`src/rtl/vga_sp_pkg.sv`:
```
package vga_sp_pkg;

   // Timing flags carried through the one-clock alignment stage
   typedef struct packed {
      logic hs_n;
      logic vs_n;
      logic blank;
   } vga_sp_ctl_t;

   localparam vga_sp_ctl_t CTL_IDLE = '{hs_n: 1'b1, vs_n: 1'b1, blank: 1'b1};

endpackage

```
`src/rtl/vga_sp_tick.sv`:
```
// Pixel-rate enable: one pulse every DIV system clocks.
module vga_sp_tick #(
   parameter int DIV = 4
) (
   input  logic clk,
   input  logic rst_n,
   output logic tick
);
   generate
      if (DIV == 1) begin : g_full_rate
         assign tick = 1'b1;
      end else begin : g_divided
         localparam int DW = $clog2(DIV);
         localparam logic [DW-1:0] LAST = DW'(DIV - 1);
         logic [DW-1:0] div_q;

         always_ff @(posedge clk or negedge rst_n) begin
            if (!rst_n)              div_q <= '0;
            else if (div_q == LAST)  div_q <= '0;
            else                     div_q <= div_q + 1'b1;
         end

         assign tick = (div_q == LAST);
      end
   endgenerate
endmodule

```
`src/rtl/vga_sp_axis.sv`:
```
// One raster axis: position counter with visible, sync and wrap decode.
module vga_sp_axis #(
   parameter int VIS = 640,
   parameter int FP  = 16,
   parameter int SW  = 96,
   parameter int BP  = 48,
   localparam int TOT = VIS + FP + SW + BP,
   localparam int CW  = $clog2(TOT)
) (
   input  logic          clk,
   input  logic          rst_n,
   input  logic          step,
   output logic [CW-1:0] cnt,
   output logic          last,
   output logic          active,
   output logic          sync_n
);
   localparam logic [CW-1:0] END_POS = CW'(TOT - 1);
   localparam logic [CW-1:0] VIS_END = CW'(VIS);
   localparam logic [CW-1:0] SYNC_LO = CW'(VIS + FP);
   localparam logic [CW-1:0] SYNC_HI = CW'(VIS + FP + SW);

   always_ff @(posedge clk or negedge rst_n) begin
      if (!rst_n)     cnt <= '0;
      else if (step)  cnt <= last ? '0 : cnt + 1'b1;
   end

   assign last   = (cnt == END_POS);
   assign active = (cnt < VIS_END);
   assign sync_n = !((cnt >= SYNC_LO) && (cnt < SYNC_HI));
endmodule

```
`src/rtl/vga_sp_cell.sv`:
```
// Coarse cell coordinates and linear index from the raster position.
module vga_sp_cell #(
   parameter int HCW       = 10,
   parameter int VCW       = 10,
   parameter int CELL_LOG2 = 3,
   parameter int COLS      = 80,
   parameter int COL_W     = 7,
   parameter int ROW_W     = 6,
   parameter int ADDR_W    = 13
) (
   input  logic [HCW-1:0]    h_cnt,
   input  logic [VCW-1:0]    v_cnt,
   input  logic              visible,
   output logic [COL_W-1:0]  col,
   output logic [ROW_W-1:0]  row,
   output logic [ADDR_W-1:0] addr
);
   logic [HCW-1:0] h_sh;
   logic [VCW-1:0] v_sh;

   assign h_sh = h_cnt >> CELL_LOG2;
   assign v_sh = v_cnt >> CELL_LOG2;
   assign col  = visible ? COL_W'(h_sh) : '0;
   assign row  = visible ? ROW_W'(v_sh) : '0;

   generate
      if ((COLS & (COLS - 1)) == 0) begin : g_pow2_cols
         assign addr = ADDR_W'({row, col});
      end else begin : g_mul_cols
         assign addr = ADDR_W'(row) * ADDR_W'(COLS) + ADDR_W'(col);
      end
   endgenerate
endmodule

```
`src/rtl/vga_sp_ctrl.sv`:
```
module vga_sp_ctrl
   import vga_sp_pkg::*;
#(
   parameter int CLK_DIV   = 4,
   parameter int H_VIS     = 640,
   parameter int H_FP      = 16,
   parameter int H_SW      = 96,
   parameter int H_BP      = 48,
   parameter int V_VIS     = 480,
   parameter int V_FP      = 10,
   parameter int V_SW      = 2,
   parameter int V_BP      = 33,
   parameter int CELL_LOG2 = 3,
   parameter int COLOR_W   = 8,
   localparam int COLS   = H_VIS >> CELL_LOG2,
   localparam int ROWS   = V_VIS >> CELL_LOG2,
   localparam int COL_W  = $clog2(COLS),
   localparam int ROW_W  = $clog2(ROWS),
   localparam int ADDR_W = $clog2(COLS * ROWS)
) (
   input  logic               clk,
   input  logic               rst_n,
   output logic [COL_W-1:0]   cell_col_o,
   output logic [ROW_W-1:0]   cell_row_o,
   output logic [ADDR_W-1:0]  cell_addr_o,
   input  logic [COLOR_W-1:0] rd_data_i,
   output logic               hsync_n_o,
   output logic               vsync_n_o,
   output logic               blank_o,
   output logic [COLOR_W-1:0] pixel_o
);
   localparam int H_TOT = H_VIS + H_FP + H_SW + H_BP;
   localparam int V_TOT = V_VIS + V_FP + V_SW + V_BP;
   localparam int HCW   = $clog2(H_TOT);
   localparam int VCW   = $clog2(V_TOT);
   localparam int CELL  = 1 << CELL_LOG2;

   // Elaboration-time parameter checks
   generate
      if (CLK_DIV < 1) begin : g_bad_div
         $error("CLK_DIV must be at least 1");
      end
      if ((H_VIS % CELL) != 0 || (V_VIS % CELL) != 0) begin : g_bad_grid
         $error("visible size must be a multiple of the cell size");
      end
      if (COLS < 2 || ROWS < 2) begin : g_bad_cells
         $error("grid must have at least two cells on each axis");
      end
      if (H_SW < 1 || V_SW < 1) begin : g_bad_sync
         $error("sync widths must be non-zero");
      end
   endgenerate

   logic           pix_tick;
   logic [HCW-1:0] h_cnt;
   logic [VCW-1:0] v_cnt;
   logic           h_last, v_last;
   logic           h_act, v_act;
   logic           hs_raw, vs_raw;
   logic           visible;
   vga_sp_ctl_t    ctl_q;

   vga_sp_tick #(.DIV(CLK_DIV)) u_tick (
      .clk  (clk),
      .rst_n(rst_n),
      .tick (pix_tick)
   );

   vga_sp_axis #(.VIS(H_VIS), .FP(H_FP), .SW(H_SW), .BP(H_BP)) u_h (
      .clk   (clk),
      .rst_n (rst_n),
      .step  (pix_tick),
      .cnt   (h_cnt),
      .last  (h_last),
      .active(h_act),
      .sync_n(hs_raw)
   );

   vga_sp_axis #(.VIS(V_VIS), .FP(V_FP), .SW(V_SW), .BP(V_BP)) u_v (
      .clk   (clk),
      .rst_n (rst_n),
      .step  (pix_tick & h_last),
      .cnt   (v_cnt),
      .last  (v_last),
      .active(v_act),
      .sync_n(vs_raw)
   );

   assign visible = h_act & v_act;

   vga_sp_cell #(
      .HCW(HCW), .VCW(VCW), .CELL_LOG2(CELL_LOG2), .COLS(COLS),
      .COL_W(COL_W), .ROW_W(ROW_W), .ADDR_W(ADDR_W)
   ) u_cell (
      .h_cnt  (h_cnt),
      .v_cnt  (v_cnt),
      .visible(visible),
      .col    (cell_col_o),
      .row    (cell_row_o),
      .addr   (cell_addr_o)
   );

   // Alignment stage matching the buffer read latency
   always_ff @(posedge clk or negedge rst_n) begin
      if (!rst_n) ctl_q <= CTL_IDLE;
      else        ctl_q <= '{hs_n: hs_raw, vs_n: vs_raw, blank: !visible};
   end

   assign hsync_n_o = ctl_q.hs_n;
   assign vsync_n_o = ctl_q.vs_n;
   assign blank_o   = ctl_q.blank;
   assign pixel_o   = ctl_q.blank ? '0 : rd_data_i;

   logic unused_v_last;
   assign unused_v_last = v_last;
endmodule

```
`config.mk`:
```
export PLATFORM = sky130hd
export DESIGN_NAME = vga_sp_ctrl
export DESIGN_NICKNAME = d
export VERILOG_FILES = /design/src/rtl/vga_sp_pkg.sv /design/src/rtl/vga_sp_tick.sv /design/src/rtl/vga_sp_axis.sv /design/src/rtl/vga_sp_cell.sv /design/src/rtl/vga_sp_ctrl.sv
export SDC_FILE = /design/constraint.sdc
export NUM_CORES = 1
export LEC_CHECK = 0
export ABC_AREA = 1
export BUFFER_PORTS_ARGS = -buffer_cell sky130_fd_sc_hd__buf_2
export CAP_MARGIN = 20
export CORE_MARGIN = 4
export CORE_UTILIZATION = 50
export CTS_CLUSTER_SIZE = 8
export DETAILED_ROUTE_END_ITERATION = 12
export GPL_TIMING_DRIVEN = 1
export MAX_ROUTING_LAYER = met4
export PLACE_DENSITY = 0.72
export SLEW_MARGIN = 15
export SYNTH_ARGS = -nofsm -noshare
export SYNTH_HDL_FRONTEND = slang
export SYNTH_SLANG_ARGS = --single-unit
```
`constraint.sdc`:
```
create_clock -name clk -period 5.52 [get_ports clk]
set_input_delay 0.552 -clock clk [delete_from_list [all_inputs] [get_ports clk]]
set_output_delay 0.552 -clock clk [all_outputs]
set_load 0.01 [all_outputs]
```
Word-level counts from Yosys, hierarchy flattened
Index checks and enable logic that the tools add are counted.

Bits in registers: 25. Bits of input ports: 10. Output and inout bits: 37. Word-level logic and storage cells: 33.

Add/subtract/negate cells: 4. $mul: 1. $lt $le $gt $ge: 6. Eq/ne operators: 3. Multiplexer cells: 6. Bitwise logic cells: 2. Reductions and logical operators: 5.

Operators with widths (number): $add 10x1->10 const B (2); $eq 10x10->1 const B (2); $lt 10x10->1 const B (2); $lt 10x9->1 const B (2); $mux 10 (2); $add 13x7->13 (1); $ge 10x10->1 const B (1); $ge 10x9->1 const B (1); $mul 6x3->9 const B (1); $mux 8 (1); $mux 7 (1); $mux 6 (1); $logic_not 1->1 (3); $add 2x1->2 const B (1); $and 1x1->1 (2); $eq 2x2->1 const B (1); $logic_and 1x1->1 (2); $mux 2 (1).

Depth between registers and ports, before layout
Depth in word-level cells: 5. Mapped depth: 17.

Modules after synthesis
A second synthesis with hierarchy kept.

Cells, all modules: 298. Area total of the unflattened synthesis: 2078.2 µm².

Modules (own cells, without submodules): vga_sp_axis (u_v) (times used 1, cells each 85, area an instance 640.6 µm², sequential area each 250.2 µm²); vga_sp_axis (u_h) (times used 1, cells each 79, area an instance 630.6 µm², sequential area each 250.2 µm²); vga_sp_cell (times used 1, cells each 106, area an instance 575.6 µm², sequential area each 0.0 µm²); vga_sp_ctrl (times used 1, cells each 24, area an instance 165.2 µm², sequential area each 78.8 µm²); vga_sp_tick (times used 1, cells each 4, area an instance 66.3 µm², sequential area each 50.0 µm²).

Least setup slack after synthesis
OpenSTA, ideal clock, no wires.

Path type: register to output. From: register u_v.cnt[8]. To: output port cell_addr_o[10]. Arrival: 2.798 ns. Setup slack: 2.170 ns. Stages on the path, launching flop included: 14. Path buffers: 2. Cell sequence: dfrtp_1 -> buf_2 -> nand2_2 -> nor2_4 -> nor2_4 -> inv_1 -> buf_4 -> nor2_1 -> ha_1 -> ha_1 -> fa_1 -> xor2_1 -> nand3_1 -> xor2_1.

Word-level cells in the longest chain between the ends: 5. Elaborated cells between the ends (all ways): 6. Those cells by class: add/sub: 1; mul: 1; order compare: 1; mux: 2; bitwise: 1.

Ends and longest elaborated chain: start, declared (RTL line vga_sp_axis.sv:13) `output logic [CW-1:0] cnt,`; start signal, assigned (RTL line vga_sp_axis.sv:25) `else if (step) cnt <= last ? '0 : cnt + 1'b1;`; $lt 10x9->1 (RTL line vga_sp_axis.sv:29) `assign active = (cnt < VIS_END);`; $and 1x1->1 (RTL line vga_sp_ctrl.sv:89) `assign visible = h_act & v_act;`; $mux 6 (RTL line vga_sp_cell.sv:24) `assign row = visible ? ROW_W'(v_sh) : '0;`; named net cell_row_o[1] (RTL line vga_sp_ctrl.sv:24) `output logic [ROW_W-1:0] cell_row_o,`; $mul 6x3->9 (RTL line vga_sp_cell.sv:30) `assign addr = ADDR_W'(row) * ADDR_W'(COLS) + ADDR_W'(col);`; $add 13x7->13 (RTL line vga_sp_cell.sv:30); end, declared (RTL line vga_sp_ctrl.sv:25) `output logic [ADDR_W-1:0] cell_addr_o,`.

The timed path passes the listed nets, and every way through them passes these cells.

Final worst setup path
From: register u_h.cnt[7]. To: output port cell_addr_o[12].

Word-level cells in the longest chain between the ends: 5. Elaborated cells between the ends (all ways): 6. Those cells by class: add/sub: 1; mul: 1; order compare: 1; mux: 2; bitwise: 1.

Ends and longest elaborated chain (RTL line): start, declared (vga_sp_axis.sv:13); start signal, assigned (vga_sp_axis.sv:25); $lt 10x10->1 (vga_sp_axis.sv:29); $and 1x1->1 (vga_sp_ctrl.sv:89); $mux 6 (vga_sp_cell.sv:24); $mul 6x3->9 (vga_sp_cell.sv:30); $add 13x7->13 * (vga_sp_cell.sv:30).

Every way passes the cells marked *; elsewhere a longest branch is shown, timed or not.

==> impl_metrics.tcl <==
set metrics [dict create \
    crit_path_max_incr_delay_ps 430 \
    p_per_area_nw_per_um2 139 \
    worst_path_most_repeated_cell "nand2_1" \
    tns_ps 0 \
    num_vias 1758 \
    nFillCells 393 \
    grt_overflow 0 \
    setup_violations 0 \
    regToRegSetupSlack_ps 3890 \
    max_cap_violations 0 \
    finalWirelength_mm 4.06 \
    drc_errors 0 \
    grt_usage 0.175 \
    syn_inst 275 \
    post_cts_buffers 0 \
    drtAntennaViolNets 0 \
    boundaryPins 47 \
    clk_latency_ps 280 \
    synth_warnings 0 \
    gp_congestion 0.902 \
    avgSynthCellArea_um2 7.23 \
    ys_seq_area_frac 0.317 \
    die-height_um 71.0 \
    worst-path-buf-inv 2 \
    wl_per_cell_um 11.2 \
    synthFlopType "dfrtp_1" \
    design_area_um2 2250 \
    worstPathMaxFanout 11 \
    multi_input_area_um2 1110 \
    drt_pass1_iterations 4 \
    fin_nets 343 \
    grt_pass1_vias 1623 \
    cts_resized 0 \
    crit_required_ps 4970 \
    initial_utilization 0.531 \
    p_leak_nw 1.37 \
    cts_tree "yes" \
    placed_cell_area_um2 2200 \
    r2r_end "u_h.cnt[5]" \
    syn_to_final_growth_pct 13.5 \
    max_freq_mhz 264 \
    root_buffer "clkbuf_8" \
    portBuffers 46 \
    cp.arrival_ps 3230 \
    cts.clk_slew.worst_paths_ps 100 \
    reg2reg_depth 8 \
    syn-num-nets 301 \
    numCtsBuffers 3 \
    clock_sinks 25 \
    finalCritPeriodShare 0.686 \
    die_w_um 71.0 \
    hp-class "in -> async" \
    setup_ws_ps 1730 \
    num_antenna_cells 0 \
    layout.cells.non_filler 364 \
    hpwl_mm 3.35 \
    drt_iter0_drc 112 \
    pre_cts_slack_ps 2010 \
    drv_slew 0 \
    h-tree-depth 1 \
    status "complete, no violations" \
    synth_edf_count 0 \
    hold_viol 0 \
    drive_gt1_frac 0.212 \
    antenna_found_initial 0 \
    slowest_stage "dfrtp_1" \
    relSlewSlack 0.634 \
    placed_cells 360 \
    dieArea_um2 5050 \
    grt_setup_unrepaired "no" \
    fin_worst_skew_ps 5.49 \
    synthArstFlopShare 1.00 \
    row_count 22 \
    grt_pass1_wl_mm 7.09 \
    clockBufferDepth 2 \
    cp_cell_sequence "nand2_1, nand3_1, nor2_4, inv_1, nor2_1, ha_1, ha_1, fa_1, xor2_1, nand3_1, nor2_1, nand2_1, nand2_1, buf_2" \
    core_um2 3740 \
    ctsHoldBuffers 0 \
    critical_path_class "reg -> out" \
    grt_max_degree 26 \
    path_delay_family "simple AND/OR/NAND/NOR gates" \
    start_kind "flop" \
    ir_worst_vdd_v 0.000117 \
    ys_seq_elements 25 \
    post-route-min-period_ps 3790 \
    r2r-start "u_tick.g_divided.div_q[0]" \
    ys_types 30 \
    viasPerCell 4.83 \
    register_area_um2 629 \
    worstSetupEndpointType "output pin" \
    netlist_area_um2 1990 \
    crit_cells 14 \
    worst_slew_pin_slew_ps 549 \
]
-- sequential cells by signal, summed over array words and instances, names as in the netlist --
register                flops
vsync_n_o                   1
u_h.cnt                    10
u_v.cnt                    10
hsync_n_o                   1
u_tick.g_divided.div_q      2
blank_o                     1
-- cells by family after synthesis --
family / synth area share
flops: 0.317
fa+ha+maj: 0.108
buf+inv: 0.126
compound gates: 0.0353
xor+xnor: 0.0573
simple gates: 0.356
-- synth_stat cells, types with 2 or more instances --
cell type | instances | area share
nand3_2 | 3 | 0.015
nor3_1 | 5 | 0.013
inv_1 | 44 | 0.083
o21ai_0 | 8 | 0.020
inv_2 | 2 | 0.0038
xor2_1 | 12 | 0.053
nand3b_1 | 2 | 0.0076
nor2_1 | 48 | 0.091
nand2_1 | 57 | 0.11
a21oi_1 | 6 | 0.015
nor3_2 | 2 | 0.010
dfrtp_1 | 22 | 0.28
ha_1 | 14 | 0.088
buf_4 | 5 | 0.019
nor2_4 | 2 | 0.011
nand3_1 | 24 | 0.060
dfstp_2 | 3 | 0.040
fa_1 | 2 | 0.020
nand4_1 | 3 | 0.0094
-- metal layers --
metal | track usage | part of all wire | vias to the layer above
met5 | - | 0 | -
met4 | 0.0376 | 0.013 | 0
met3 | 0.0341 | 0.051 | 6
met2 | 0.287 | 0.45 | 38
met1 | 0.224 | 0.49 | 784
li1 | - | - | 930
-- how the worst max path moves through the flow --
stage                     from               to
global route        u_h.cnt[7]  cell_addr_o[12]
CTS                 u_h.cnt[7]  cell_addr_o[12]
global placement    u_h.cnt[7]  cell_addr_o[12]
finish              u_h.cnt[7]  cell_addr_o[12]
floorplan           u_v.cnt[8]  cell_addr_o[10]
detailed placement  u_h.cnt[7]  cell_addr_o[12]
-- through the flow --
stage	util	hold WS (ps)	power (mW)
after global routing	0.602	281	0.330
final	0.602	246	0.313
after global placement	0.589	412	0.200
after detailed placement	0.589	420	0.200
after floorplan	-	256	0.191
after CTS	0.602	262	0.319
-- power by group --
group	total, mW	switching [mW]	internal [mW]
clock network	0.117	0.0641	0.0530
logic	0.0131	0.00795	0.00512
registers	0.183	0	0.183
-- final cells by class --
cell class,instances,share of cell area
sequential,25,0.279
multi-input combinational,194,0.491
inverter,47,0.0788
tap,48,0.0266
timing repair buffer,46,0.102
clock inverter,1,0.00388
clock buffer,3,0.0183
-- placed cells by master, fill, tap and decap left out, types with 2 or more instances in the layout --
| cell | n |
|---|---|
| a21oi_1 | 6 |
| buf_2 | 46 |
| clkbuf_8 | 3 |
| dfrtp_1 | 22 |
| dfstp_2 | 3 |
| fa_1 | 2 |
| ha_1 | 14 |
| inv_1 | 44 |
| inv_2 | 2 |
| nand2_1 | 57 |
| nand3_1 | 24 |
| nand3_2 | 3 |
| nand3b_1 | 2 |
| nand4_1 | 3 |
| nor2_1 | 48 |
| nor2_4 | 2 |
| nor3_1 | 5 |
| nor3_2 | 2 |
| o21ai_0 | 8 |
| xor2_1 | 12 |
No activity file was read; power rests on OpenSTA's default activity.
